[src/rtl/irq_pick_pkg.sv]
// Package: shared constants, enums and the effective-priority rule for the
// pending interrupt priority selector. Assumes 8-bit priority bytes.
package irq_pick_pkg;

    typedef logic [7:0] prio_t;

    localparam prio_t PRIO_NONE   = 8'hFF;
    localparam prio_t PRIO_NMI_NS = 8'h80;
    localparam prio_t PRIO_NMI_S  = 8'h00;

    typedef enum logic [1:0] {
        CF_PRIO   = 2'd0,
        CF_SUPER  = 2'd1,
        CF_GROUP  = 2'd2,
        CF_GLOBAL = 2'd3
    } cfg_sel_e;

    typedef enum logic [1:0] {
        SQ_IDLE = 2'd0,
        SQ_SCAN = 2'd1,
        SQ_EXT  = 2'd2
    } seq_e;

    // Effective priority: non-maskable sources get a forced level.
    function automatic prio_t eff_prio(prio_t p, logic sup, logic grp, logic ds);
        if (!sup)
            return p;
        if (!ds && grp)
            return PRIO_NMI_NS;
        return PRIO_NMI_S;
    endfunction

endpackage

[src/rtl/irq_cfg_bank.sv]
// Config bank: holds per-source priority byte, non-maskable flag and group
// bit, plus the global security-disable bit. Writes act at the clock edge.
// Assumes cfg_idx values at or above NUM_SRC address nothing.
module irq_cfg_bank
    import irq_pick_pkg::*;
#(
    parameter int NUM_SRC = 16,
    parameter int IDX_W   = 4
) (
    input  logic                  clk,
    input  logic                  rst_n,
    input  logic                  cfg_we,
    input  logic [1:0]            cfg_sel,
    input  logic [IDX_W-1:0]      cfg_idx,
    input  logic [7:0]            cfg_wdata,
    output logic [NUM_SRC*8-1:0]  prio_flat,
    output logic [NUM_SRC-1:0]    sup_q,
    output logic [NUM_SRC-1:0]    grp_q,
    output logic                  ds_q
);

    genvar g;
    generate
        for (g = 0; g < NUM_SRC; g++) begin : g_src
            logic hit;
            assign hit = cfg_we && (cfg_idx == IDX_W'(g));

            // Per-source register file entry update.
            always_ff @(posedge clk) begin
                if (!rst_n) begin
                    prio_flat[g*8 +: 8] <= PRIO_NONE;
                    sup_q[g]            <= 1'b0;
                    grp_q[g]            <= 1'b0;
                end else if (hit) begin
                    if (cfg_sel == CF_PRIO)
                        prio_flat[g*8 +: 8] <= cfg_wdata;
                    if (cfg_sel == CF_SUPER)
                        sup_q[g] <= cfg_wdata[0];
                    if (cfg_sel == CF_GROUP)
                        grp_q[g] <= cfg_wdata[0];
                end
            end
        end
    endgenerate

    // Global security-disable bit update.
    always_ff @(posedge clk) begin
        if (!rst_n)
            ds_q <= 1'b0;
        else if (cfg_we && cfg_sel == CF_GLOBAL)
            ds_q <= cfg_wdata[0];
    end

    p_global_write_r12: assert property (@(posedge clk) disable iff (!rst_n)
        (cfg_we && cfg_sel == CF_GLOBAL) |=> (ds_q == $past(cfg_wdata[0])));

endmodule

[src/rtl/irq_eff_prio.sv]
// Effective priority stage: per source, replaces the programmed byte with the
// forced non-maskable level where the flag is set. Purely combinational.
module irq_eff_prio
    import irq_pick_pkg::*;
#(
    parameter int NUM_SRC = 16
) (
    input  logic [NUM_SRC*8-1:0] prio_flat,
    input  logic [NUM_SRC-1:0]   sup_q,
    input  logic [NUM_SRC-1:0]   grp_q,
    input  logic                 ds_q,
    output logic [NUM_SRC*8-1:0] eff_flat
);

    genvar g;
    generate
        for (g = 0; g < NUM_SRC; g++) begin : g_eff
            // Apply the security-dependent forcing rule to one source.
            always_comb begin
                eff_flat[g*8 +: 8] = eff_prio(prio_flat[g*8 +: 8], sup_q[g], grp_q[g], ds_q);
            end
        end
    endgenerate

endmodule

[src/rtl/irq_scan_seq.sv]
// Sweep sequencer: idle -> one cycle per source in ascending order -> one
// external-compare cycle. Latches start requests seen mid-sweep and restarts
// at the end of the sweep. Assumes NUM_SRC >= 1.
module irq_scan_seq
    import irq_pick_pkg::*;
#(
    parameter int NUM_SRC = 16,
    parameter int IDX_W   = 4
) (
    input  logic             clk,
    input  logic             rst_n,
    input  logic             start,
    output logic             clear,
    output logic             step_src,
    output logic             step_ext,
    output logic             busy,
    output logic [IDX_W-1:0] cur_idx
);

    localparam logic [IDX_W-1:0] LAST = IDX_W'(NUM_SRC - 1);

    seq_e state_q;
    logic again_q;

    // Decode phase strobes and the clear request for the running best.
    always_comb begin
        step_src = (state_q == SQ_SCAN);
        step_ext = (state_q == SQ_EXT);
        busy     = (state_q != SQ_IDLE);
        clear    = ((state_q == SQ_IDLE) && start) ||
                   ((state_q == SQ_EXT) && (start || again_q));
    end

    // Advance the sweep state, index and pending-restart latch.
    always_ff @(posedge clk) begin
        if (!rst_n) begin
            state_q <= SQ_IDLE;
            cur_idx <= '0;
            again_q <= 1'b0;
        end else begin
            case (state_q)
                SQ_IDLE: begin
                    if (start) begin
                        state_q <= SQ_SCAN;
                        cur_idx <= '0;
                    end
                end
                SQ_SCAN: begin
                    if (start)
                        again_q <= 1'b1;
                    if (cur_idx == LAST)
                        state_q <= SQ_EXT;
                    else
                        cur_idx <= cur_idx + 1'b1;
                end
                SQ_EXT: begin
                    again_q <= 1'b0;
                    if (start || again_q) begin
                        state_q <= SQ_SCAN;
                        cur_idx <= '0;
                    end else begin
                        state_q <= SQ_IDLE;
                    end
                end
                default: state_q <= SQ_IDLE;
            endcase
        end
    end

    p_restart_r11: assert property (@(posedge clk) disable iff (!rst_n)
        (step_ext && again_q) |=> (step_src && cur_idx == '0));

    p_idle_start_r9: assert property (@(posedge clk) disable iff (!rst_n)
        (!busy && start) |=> (step_src && cur_idx == '0));

endmodule

[src/rtl/irq_best_reg.sv]
// Running-best tracker and result register: compares the current candidate
// (a pending source, or the external one) with the running best, and at the
// external-compare step publishes the final pick with a done pulse.
// Assumes ID_W > IDX_W so source indices and external numbers share one space.
module irq_best_reg
    import irq_pick_pkg::*;
#(
    parameter int NUM_SRC = 16,
    parameter int IDX_W   = 4,
    parameter int ID_W    = 10
) (
    input  logic                 clk,
    input  logic                 rst_n,
    input  logic                 clear,
    input  logic                 step_src,
    input  logic                 step_ext,
    input  logic [IDX_W-1:0]     cur_idx,
    input  logic [NUM_SRC-1:0]   pend,
    input  logic [NUM_SRC*8-1:0] eff_flat,
    input  logic [NUM_SRC-1:0]   sup_q,
    input  logic                 ext_en,
    input  logic [ID_W-1:0]      ext_id,
    input  logic [7:0]           ext_prio,
    output logic [ID_W-1:0]      best_id,
    output logic [7:0]           best_prio,
    output logic                 best_super,
    output logic                 best_valid,
    output logic                 done
);

    localparam logic [ID_W-1:0] ID_NONE = '1;

    logic [ID_W-1:0] run_id;
    prio_t           run_prio;
    logic            run_sup;

    logic [ID_W-1:0] c_id;
    prio_t           c_prio;
    logic            c_sup;
    logic            c_ok;
    logic            c_wins;

    logic [ID_W-1:0] f_id;
    prio_t           f_prio;
    logic            f_sup;

    // Select the candidate for this step.
    always_comb begin
        c_id   = ID_W'(cur_idx);
        c_prio = eff_flat[cur_idx*8 +: 8];
        c_sup  = sup_q[cur_idx];
        c_ok   = step_src && pend[cur_idx];
        if (step_ext) begin
            c_id   = ext_id;
            c_prio = ext_prio;
            c_sup  = 1'b0;
            c_ok   = ext_en && (ext_prio != PRIO_NONE);
        end
    end

    // Ordering: priority first, then flag, then lower-or-equal number.
    always_comb begin
        if (c_prio != run_prio)
            c_wins = (c_prio < run_prio);
        else if (c_sup != run_sup)
            c_wins = c_sup;
        else
            c_wins = (c_id <= run_id);
    end

    // Final pick at the external step.
    always_comb begin
        if (c_ok && c_wins) begin
            f_id   = c_id;
            f_prio = c_prio;
            f_sup  = c_sup;
        end else begin
            f_id   = run_id;
            f_prio = run_prio;
            f_sup  = run_sup;
        end
    end

    // Track the running best across the sweep.
    always_ff @(posedge clk) begin
        if (!rst_n || clear) begin
            run_id   <= ID_NONE;
            run_prio <= PRIO_NONE;
            run_sup  <= 1'b0;
        end else if (step_src && c_ok && c_wins) begin
            run_id   <= c_id;
            run_prio <= c_prio;
            run_sup  <= c_sup;
        end
    end

    // Publish the result and pulse done at the end of a sweep.
    always_ff @(posedge clk) begin
        if (!rst_n) begin
            best_id    <= ID_NONE;
            best_prio  <= PRIO_NONE;
            best_super <= 1'b0;
            best_valid <= 1'b0;
            done       <= 1'b0;
        end else begin
            done <= step_ext;
            if (step_ext) begin
                best_id    <= f_id;
                best_prio  <= f_prio;
                best_super <= f_sup;
                best_valid <= (f_prio != PRIO_NONE);
            end
        end
    end

    p_done_pulse_r9: assert property (@(posedge clk) disable iff (!rst_n)
        done |=> !done);

    p_hold_r6: assert property (@(posedge clk) disable iff (!rst_n)
        !done |-> ($stable(best_id) && $stable(best_prio) && $stable(best_super)));

    p_nmi_level_r4: assert property (@(posedge clk) disable iff (!rst_n)
        (best_valid && best_super) |-> (best_prio == PRIO_NMI_NS || best_prio == PRIO_NMI_S));

    p_ext_nosuper_r7: assert property (@(posedge clk) disable iff (!rst_n)
        step_ext |=> (!best_super || $past(run_sup)));

    p_mono_r1: assert property (@(posedge clk) disable iff (!rst_n)
        step_src |=> (run_prio <= $past(run_prio)));

endmodule

[src/rtl/irq_pick_top.sv]
// Top: pending interrupt priority selector. Wires the config bank, the
// effective-priority stage, the sweep sequencer and the best tracker.
// Assumes ID_W is wider than the source index.
module irq_pick_top
    import irq_pick_pkg::*;
#(
    parameter int NUM_SRC = 16,
    parameter int ID_W    = 10,
    localparam int IDX_W  = (NUM_SRC > 1) ? $clog2(NUM_SRC) : 1
) (
    input  logic               clk,
    input  logic               rst_n,
    input  logic               cfg_we,
    input  logic [1:0]         cfg_sel,
    input  logic [IDX_W-1:0]   cfg_idx,
    input  logic [7:0]         cfg_wdata,
    input  logic [NUM_SRC-1:0] pend,
    input  logic               ext_en,
    input  logic [ID_W-1:0]    ext_id,
    input  logic [7:0]         ext_prio,
    input  logic               start,
    output logic               busy,
    output logic               done,
    output logic [ID_W-1:0]    best_id,
    output logic [7:0]         best_prio,
    output logic               best_super,
    output logic               best_valid
);

    logic [NUM_SRC*8-1:0] prio_flat;
    logic [NUM_SRC*8-1:0] eff_flat;
    logic [NUM_SRC-1:0]   sup_q;
    logic [NUM_SRC-1:0]   grp_q;
    logic                 ds_q;
    logic                 clear;
    logic                 step_src;
    logic                 step_ext;
    logic [IDX_W-1:0]     cur_idx;

    irq_cfg_bank #(.NUM_SRC(NUM_SRC), .IDX_W(IDX_W)) u_cfg (
        .clk(clk), .rst_n(rst_n), .cfg_we(cfg_we), .cfg_sel(cfg_sel),
        .cfg_idx(cfg_idx), .cfg_wdata(cfg_wdata), .prio_flat(prio_flat),
        .sup_q(sup_q), .grp_q(grp_q), .ds_q(ds_q)
    );

    irq_eff_prio #(.NUM_SRC(NUM_SRC)) u_eff (
        .prio_flat(prio_flat), .sup_q(sup_q), .grp_q(grp_q), .ds_q(ds_q),
        .eff_flat(eff_flat)
    );

    irq_scan_seq #(.NUM_SRC(NUM_SRC), .IDX_W(IDX_W)) u_seq (
        .clk(clk), .rst_n(rst_n), .start(start), .clear(clear),
        .step_src(step_src), .step_ext(step_ext), .busy(busy), .cur_idx(cur_idx)
    );

    irq_best_reg #(.NUM_SRC(NUM_SRC), .IDX_W(IDX_W), .ID_W(ID_W)) u_best (
        .clk(clk), .rst_n(rst_n), .clear(clear), .step_src(step_src),
        .step_ext(step_ext), .cur_idx(cur_idx), .pend(pend), .eff_flat(eff_flat),
        .sup_q(sup_q), .ext_en(ext_en), .ext_id(ext_id), .ext_prio(ext_prio),
        .best_id(best_id), .best_prio(best_prio), .best_super(best_super),
        .best_valid(best_valid), .done(done)
    );

endmodule

[config.mk]
export PLATFORM = sky130hd
export DESIGN_NAME = irq_pick_top
export DESIGN_NICKNAME = d
export VERILOG_FILES = /design/src/rtl/irq_pick_pkg.sv /design/src/rtl/irq_cfg_bank.sv /design/src/rtl/irq_eff_prio.sv /design/src/rtl/irq_scan_seq.sv /design/src/rtl/irq_best_reg.sv /design/src/rtl/irq_pick_top.sv
export SDC_FILE = /design/constraint.sdc
export NUM_CORES = 1
export LEC_CHECK = 0
export BUFFER_PORTS_ARGS = -buffer_cell sky130_fd_sc_hd__buf_2
export CAP_MARGIN = 20
export CORE_AREA = 2 2 157 159
export CTS_CLUSTER_SIZE = 16
export DETAILED_ROUTE_END_ITERATION = 8
export DIE_AREA = 0 0 159 161
export GPL_ROUTABILITY_DRIVEN = 0
export PLACE_DENSITY = 0.72
export SLEW_MARGIN = 5
export SYNTH_ARGS = -nofsm -noshare
export SYNTH_HDL_FRONTEND = slang
export SYNTH_SLANG_ARGS = --single-unit
[constraint.sdc]
create_clock -name clk -period 7.67 [get_ports clk]
set_input_delay 0.767 -clock clk [delete_from_list [all_inputs] [get_ports clk]]
set_output_delay 0.767 -clock clk [all_outputs]
set_load 0.1 [all_outputs]
==> results.json, run 1 <==
{
  "slew_headroom": 0.264,
  "die-area_mm2": 0.0256,
  "cap_violations": 0,
  "cellPowerDensity_mw_per_mm2": 209,
  "core_area_mm2": 0.0240,
  "grt_pass1_wl_mm": 51.5,
  "syn_area_mm2": 0.0105,
  "fin_crit_sh": 0.686,
  "synthesis.nets": 1427,
  "cp.arrival_ns": 5.68,
  "swShare": 0.247,
  "wirelength_mm": 32.8,
  "hold_viol": 0,
  "layout_common_cells": "319 x nand2_1, 207 x dfxtp_1, 156 x nand3_1",
  "fillers": 2326,
  "required_ns": 8.09,
  "wl_per_cell_um": 19.3,
  "synthesis.yosys.warnings": 0,
  "die_h_um": 161,
  "status": "complete, no violations",
  "min_period_ns": 5.26,
  "drt_iter0_markers": 1148,
  "drive_above_1_share": 0.113,
  "post_cts_buffers": 0,
  "clock-root-buffer": "clkbuf_16",
  "seqCellArea_mm2": 0.00417,
  "tritoncts": "yes",
  "total_power_mw": 2.46,
  "finalSetupTns_ns": 0,
  "die_x_um": 159,
  "area_growth_pct": 11.8,
  "leakage_nw": 4.81,
  "ir_drop_mv": 0.120,
  "cts_inserted_buffers": 23,
  "layout.nets": 1430,
  "p_int_mw": 1.85,
  "synth_area_per_cell_um2": 7.78,
  "slew_viol_final": 0,
  "finalInstanceArea_mm2": 0.0118,
  "finClkSkew_ns": 0.00790,
  "crit_type": "reg -> reg",
  "initial_core_util": 0.440,
  "mostFrequentLayoutCell": "nand2_1",
  "drc_errors": 0,
  "grt.total_usage": 0.247,
  "end_kind": "register",
  "multi_input_area_mm2": 0.00575,
  "hold_buffers": 0,
  "antenna_found_initial": 0,
  "power_frac_seq": 0.447,
  "ys_types": 71,
  "grt_overflow": 0,
  "ys.flop_type": "dfxtp_1",
  "ioPinCount": 75,
  "vias": 10305,
  "worstPathMaxFanout": 40,
  "synth_seq_cells": 208,
  "via_per_inst": 6.07,
  "clk_latency_ns": 0.51,
  "drt_first_pass_iters": 5,
  "setup_viol": 0,
  "yosysTopAreaCellShare": 0.395,
  "ant_nets": 0,
  "hold_class": "reg -> reg",
  "cts_resized": 0,
  "comb_power_share": 0.083,
  "rsz0062_at_grt": "false",
  "critPathLaunchType": "register",
  "antenna_cells": 0,
  "synthTopCellsByArea": "dfxtp_1 40%, nand2_1 11%, nand3_1 7.4%",
  "grt_max_degree": 116,
  "port_buffers": 74,
  "async_flop_share": 0,
  "yosysSeqAreaShare": 0.395,
  "place_area_mm2": 0.0110,
  "clkTransAtPathRegs_ns": 0.06,
  "fmax_mhz": 190,
  "rows": 57,
  "first_global_vias": 9350,
  "synth_cells": 1355,
  "synth_edf_count": 0,
  "dp_hpwl_mm": 22.2,
  "htree_levels": 1,
  "p_sw_mw": 0.609,
  "cts_buffer_depth": 3,
  "clock_sink_count": 208,
  "tightest_slew_ns": 1.10,
  "clkPwrFrac": 0.470,
  "yosysTopAreaCell": "dfxtp_1"
}
-- sequential cells by signal, indices dropped and copies added, names as in the netlist, 2 cells and up --
signal	count
u_best.best_prio	8
u_cfg.sup_q	16
u_cfg.grp_q	16
u_best.run_id	10
u_seq.state_q	2
u_best.best_id	10
u_cfg.prio_flat	128
u_best.run_prio	8
u_seq.cur_idx	4
-- power groups by stage --
stage	Sequential (mW)	Combinational (mW)	Clock [mW]
5_1_grt	1.10	0.220	1.20
4_1_cts	1.10	0.199	1.16
6_report	1.10	0.204	1.16
3_5_place_dp	1.13	0.198	0
2_1_floorplan	1.12	0.149	0
3_3_place_gp	1.13	0.196	0
-- cell usage after synthesis (all sizes together), types with 8 or more instances --
master / instances
a211oi: 26
a21boi: 33
a21o: 10
a21oi: 29
a221oi: 29
a31oi: 8
and2: 16
buf: 24
clkbuf: 88
dfxtp: 208
ha: 19
inv: 45
mux2i: 16
nand2: 319
nand2b: 10
nand3: 157
nand4: 27
nor2: 56
nor2b: 15
nor3: 9
nor3b: 35
nor4: 8
o211ai: 26
o21ai: 37
o22ai: 17
-- cell families after synthesis --
logic type                 count (synthesis)  synth area share
and+or+nand+nor                          674             0.300
AOI/OAI and AO/OA                        272             0.191
DFF                                      208             0.395
buffers and inverters                    157            0.0603
muxes                                     23            0.0291
adders and majority gates                 19            0.0226
xor gates and xnor gates                   2           0.00166
-- path summary, 6_finish.rpt --
| check | slack (ns) | start | cells after the start | endpoint |
|---|---|---|---|---|
| setup / recovery | 2.41 | u_seq.cur_idx[0] | 13 | u_best.run_sup |
| hold / removal | 0.45 | u_best.run_id[9] | 1 | u_best.run_id[9] |
| setup reg to reg | 2.41 | u_seq.cur_idx[0] | 13 | u_best.run_sup |
| hold reg to reg | 0.45 | u_best.run_id[9] | 1 | u_best.run_id[9] |
-- metal layers --
layer | part of all wire | wire (um) | up-vias | global-route usage
met5 | 0 | 0 | - | 0
met4 | 0.038 | 1250 | 0 | 0.0979
met3 | 0.088 | 2890 | 86 | 0.0424
met2 | 0.45 | 14700 | 511 | 0.392
met1 | 0.43 | 14000 | 4881 | 0.336
li1 | - | - | 4827 | -
-- worst max-delay path: stages, from the launching register on --
cell and delay (ns):
dfxtp_2 0.86, buf_4 0.38, nor2b_1 0.45, a221o_1 0.24, nand2_1 0.05, or4_1 0.52, a31oi_1 0.24, ha_1 0.26
nand4_1 0.08, a21oi_1 0.05, o31ai_1 0.48, o311a_1 0.98, nand3_2 0.27, a211oi_1 0.29
-- cell type report --
| class | count | area share |
|---|---|---|
| timing repair buffer | 90 | 0.0422 |
| multi-input combinational | 990 | 0.489 |
| sequential | 208 | 0.354 |
| tap | 324 | 0.0344 |
| inverter | 45 | 0.0143 |
| clock buffer | 33 | 0.0597 |
| clock inverter | 7 | 0.00722 |
-- stage by stage --
step                worst slack (ns)   util  hold WS, ns  std cells
global placement                2.66  0.458        0.437       1654
CTS                             2.50  0.491        0.456       1694
finish                          2.41  0.492        0.453       1697
global route                    2.01  0.492        0.472       1697
detailed placement              2.52  0.458        0.442       1654
floorplan                       3.90      -        0.427       1355
(Power assumes the default switching activity.)
==> run 2: changes to the inputs <==
PLACE_DENSITY = 0.75   (was 0.72)
clock period = 4.7 ns   (was 7.67 ns; I/O delays follow)
==> results.json, run 2 (same netlist as run 1, synthesis figures left out) <==
{
  "wirelength_mm": 32.6,
  "clock-root-buffer": "clkbuf_16",
  "port_buffers": 74,
  "hold_buffers": 0,
  "crit_type": "reg -> reg",
  "ir_drop_mv": 0.195,
  "die_h_um": 161,
  "tightest_slew_ns": 1.11,
  "vias": 10429,
  "reg_top3": "u_cfg.prio_flat x128, u_cfg.grp_q x16, u_cfg.sup_q x16",
  "clkTransAtPathRegs_ns": 0.06,
  "slew_headroom": 0.259,
  "dp_cells": 1670,
  "finalNonFillerCells": 1710,
  "ioPinCount": 75,
  "layout_common_cells": "319 x nand2_1, 207 x dfxtp_1, 156 x nand3_1",
  "mostFrequentLayoutCell": "nand2_1",
  "path_cells": "o22ai_1, mux4_2, or4_1, o221ai_1, nor2_1, ha_1, nand4_1, or2_2, o31ai_1, o311a_1, buf_4, a31oi_1, a211o_1",
  "finalInstanceArea_mm2": 0.0119,
  "clock_sink_count": 208,
  "fin_crit_sh": 0.907,
  "core_area_mm2": 0.0240,
  "multi_input_area_mm2": 0.00575,
  "clk_latency_ns": 0.52,
  "rows": 57,
  "seqCellArea_mm2": 0.00417,
  "worstPathMaxFanout": 18,
  "leakage_nw": 4.87,
  "via_per_inst": 6.10,
  "finalSetupTns_ns": 0,
  "initial_core_util": 0.440,
  "critPathLaunchType": "register",
  "cellPowerDensity_mw_per_mm2": 337,
  "cts_buffer_depth": 3,
  "die-area_mm2": 0.0256,
  "hold_viol": 0,
  "antenna_found_initial": 0,
  "grt_max_degree": 166,
  "hold_class": "in -> reg",
  "dp_hpwl_mm": 22.0,
  "ant_nets": 0,
  "finClkSkew_ns": 0.0200,
  "wl_per_cell_um": 19.0,
  "largest_reg_flops": 128,
  "critPathSlowestCell": "dfxtp_1",
  "cts_inserted_buffers": 22,
  "slowest_delay_ns": 0.73,
  "min_period_ns": 4.26,
  "antenna_cells": 0,
  "crit_family": "compound AO/OA/AOI/OAI gates",
  "grt_overflow": 0,
  "status": "complete, no violations",
  "whs_ns": 0.348,
  "critPathBufInv": 1,
  "tritoncts": "yes",
  "place_area_mm2": 0.0111,
  "drc_errors": 0,
  "fillers": 2325,
  "rsz0062_at_grt": "false",
  "first_global_vias": 9651,
  "regMostFlops": "u_cfg.prio_flat",
  "post_cts_buffers": 0,
  "fmax_mhz": 235,
  "setup_viol": 0,
  "layout.nets": 1444,
  "drive_above_1_share": 0.122,
  "area_growth_pct": 12.7,
  "drt_iter0_markers": 1272,
  "grt.total_usage": 0.248,
  "slew_viol_final": 0,
  "end_kind": "register",
  "cts_resized": 0,
  "drt_first_pass_iters": 6,
  "cp.arrival_ns": 4.65,
  "die_x_um": 159,
  "grt_pass1_wl_mm": 52.1,
  "required_ns": 5.09,
  "cap_violations": 0,
  "htree_levels": 1
}
-- run 2: changes by cell type in the layout (fill, tap and decap cells not counted), sizes merged --
cell | previous run | this run
clkinvlp | 0 | 1
buf | 90 | 105
inv | 45 | 46
clkbuf | 33 | 30
clkinv | 5 | 4
-- run 2: routing by layer --
metal,vias to the layer above,global-route usage,wire length [um]
met1,4902,0.348,14000
met3,87,0.0424,3190
met5,-,0,0
met4,0,0.101,1400
met2,592,0.381,14000
li1,4848,-,-
-- run 2: final timing paths --
check	start	end	depth (start not counted)	slack (ns)
hold / removal	ext_id[0]	u_best.run_id[0]	4	0.35
setup reg to reg	u_cfg.ds_q	u_best.run_prio[4]	13	0.44
setup / recovery	u_cfg.ds_q	u_best.run_prio[4]	13	0.44
hold reg to reg	u_best.run_id[8]	u_best.run_id[8]	1	0.46
-- run 2: cell type report --
cell class              instances  share of cell area
multi-input cells             990               0.485
flip-flops and latches        208               0.351
clock buffers                  30              0.0566
repair buffers                105              0.0513
well taps                     324              0.0341
inverters                      45              0.0142
clock inverters                 8             0.00832
-- run 2: per-stage QoR --
stage | util | total power [mW] | worst slack [ns]
floorplan | - | 2.07 | 0.933
global placement | 0.463 | 2.17 | 0.641
detailed placement | 0.463 | 2.17 | 0.561
CTS | 0.495 | 4.00 | 0.551
global route | 0.496 | 4.11 | 0.255
finish | 0.496 | 4.00 | 0.439
-- run 2: tightest hold or removal path: stages --
cell and delay, ns:
buf_2 0.10, a21oi_1 0.08, nand4_1 0.08, a21o_1 0.10
-- run 2: where the power goes --
| part | internal (mW) | switching (mW) |
|---|---|---|
| Sequential | 1.78 | 0.0131 |
| Combinational | 0.112 | 0.245 |
| Clock | 1.11 | 0.742 |
==> run 3: changes to the inputs <==
CELL_PAD_IN_SITES_DETAIL_PLACEMENT = 1   (was default)
CELL_PAD_IN_SITES_GLOBAL_PLACEMENT = 1   (was default)
CORE_AREA = 2 2 164 166   (was 2 2 157 159)
DIE_AREA = 0 0 166 168   (was 0 0 159 161)
PLACE_DENSITY = 0.87   (was 0.75)
==> results.json, run 3 (same netlist as run 1, synthesis figures left out) <==
{
  "status": "complete, no violations",
  "fin_util": 0.457,
  "initial_core_util": 0.400,
  "area_growth_pct": 14.3,
  "required_ns": 5.15,
  "grtUsageMet3": 0.0484,
  "post_cts_buffers": 0,
  "crit_type": "reg -> reg",
  "layout_common_cells": "319 x nand2_1, 207 x dfxtp_1, 156 x nand3_1",
  "die_x_um": 166,
  "clkTransAtPathRegs_ns": 0.07,
  "ioPinCount": 75,
  "grt_util_met2": 0.443,
  "largest_reg_flops": 128,
  "critPathLaunchType": "register",
  "rows": 60,
  "dp_hpwl_mm": 25.6,
  "die-area_mm2": 0.0279,
  "tightest_slew_ns": 1.15,
  "fin_crit_sh": 0.933,
  "clock-root-buffer": "clkbuf_16",
  "hold_class": "in -> reg",
  "end_kind": "register",
  "finalNonFillerCells": 1737,
  "grt_max_degree": 134,
  "antenna_found_initial": 1,
  "hold_viol": 0,
  "cts_inserted_buffers": 24,
  "slew_headroom": 0.233,
  "ir_drop_mv": 0.221,
  "setup_viol": 0,
  "layout.nets": 1450,
  "whs_ns": 0.332,
  "leakage_nw": 4.94,
  "drive_above_1_share": 0.125,
  "via_per_inst": 6.19,
  "port_buffers": 74,
  "mostFrequentLayoutCell": "nand2_1",
  "grt.total_usage": 0.266,
  "first_global_vias": 10816,
  "grtUsageMet1": 0.339,
  "clk_latency_ns": 0.53,
  "cp.arrival_ns": 4.84,
  "core_area_mm2": 0.0264,
  "ant_nets": 0,
  "grt_overflow": 0,
  "antenna_cells": 0,
  "wl_per_cell_um": 21.8,
  "clock_sink_count": 208,
  "grt_pass1_wl_mm": 60.2,
  "min_delay_path_depth": 3,
  "drt_first_pass_iters": 5,
  "total_power_mw": 4.26,
  "vias": 10749,
  "r2r_cells": 12,
  "wirelength_mm": 37.8,
  "fmax_mhz": 228,
  "htree_levels": 1,
  "reg_top3": "u_cfg.prio_flat x128, u_cfg.grp_q x16, u_cfg.sup_q x16",
  "finalSetupTns_ns": 0,
  "drc_errors": 0,
  "tritoncts": "yes",
  "finClkSkew_ns": 0.0247,
  "hold_buffers": 0,
  "die_h_um": 168,
  "regMostFlops": "u_cfg.prio_flat",
  "min_period_ns": 4.39,
  "worstPathMaxFanout": 20,
  "cap_violations": 0,
  "dp_cells": 1692,
  "cts_buffer_depth": 3,
  "drt_iter0_markers": 791,
  "rsz0062_at_grt": "false",
  "cts_resized": 0,
  "cellPowerDensity_mw_per_mm2": 353,
  "top_usage_layer": "met2",
  "slew_viol_final": 0
}
run 3: changes by cell type in the layout (fill, tap and decap cells not counted):
cell       before  now
buf_12          0    1
buf_4          31   33
bufinv_16       2    5
clkbuf_1        0    4
clkbuf_16      23   25
clkbuf_2        0    1
clkbuf_8        7    4
clkinv_4        0    1
inv_8           1    0
run 3: power by group:
group | total (mW) | internal [mW] | switching [mW]
registers | 1.79 | 1.78 | 0.0167
logic | 0.360 | 0.112 | 0.248
clock network | 2.10 | 1.31 | 0.794
run 3: layout make-up:
class	count	area [um2]
clock buffer	33	696
timing repair buffer	109	649
inverter	45	169
fill	3208	14300
tap	341	427
clock inverter	11	186
multi-input combinational	990	5750
sequential	208	4170
run 3: worst paths after layout:
check	from	end	slack, ns
worst max-delay path	u_seq.cur_idx[0]	u_best.run_id[1]	0.31
worst min-delay path	ext_id[4]	u_best.best_id[4]	0.33
worst max register to register	u_seq.cur_idx[0]	u_best.run_id[1]	0.31
worst min register to register	u_best.run_id[4]	u_best.run_id[4]	0.45
run 3: per-layer routing:
metal  part of all wire  wire, um  up-vias
li1                   -         -     4860
met1               0.42     15900     5326
met2               0.46     17500      459
met3              0.074      2800      104
met4              0.043      1610        0
met5                  0         0        -
run 3: worst max-delay path, stage by stage (launching register included):
cell and delay [ns]:
dfxtp_2 0.57, nor2b_1 0.46, a221oi_1 0.18, nor4_1 0.66, nand2b_1 0.11, a31oi_1 0.28
ha_1 0.30, o211ai_1 0.10, a21oi_1 0.09, o31ai_1 0.49, o311ai_4 0.26, nor3_4 0.52
mux2i_1 0.27
run 3: stage by stage:
step	worst slack [ns]	area, um2
after floorplan	0.933	10500
after global placement	0.622	11200
after detailed placement	0.482	11200
after CTS	0.372	12000
after global routing	0.0177	12000
final	0.313	12000
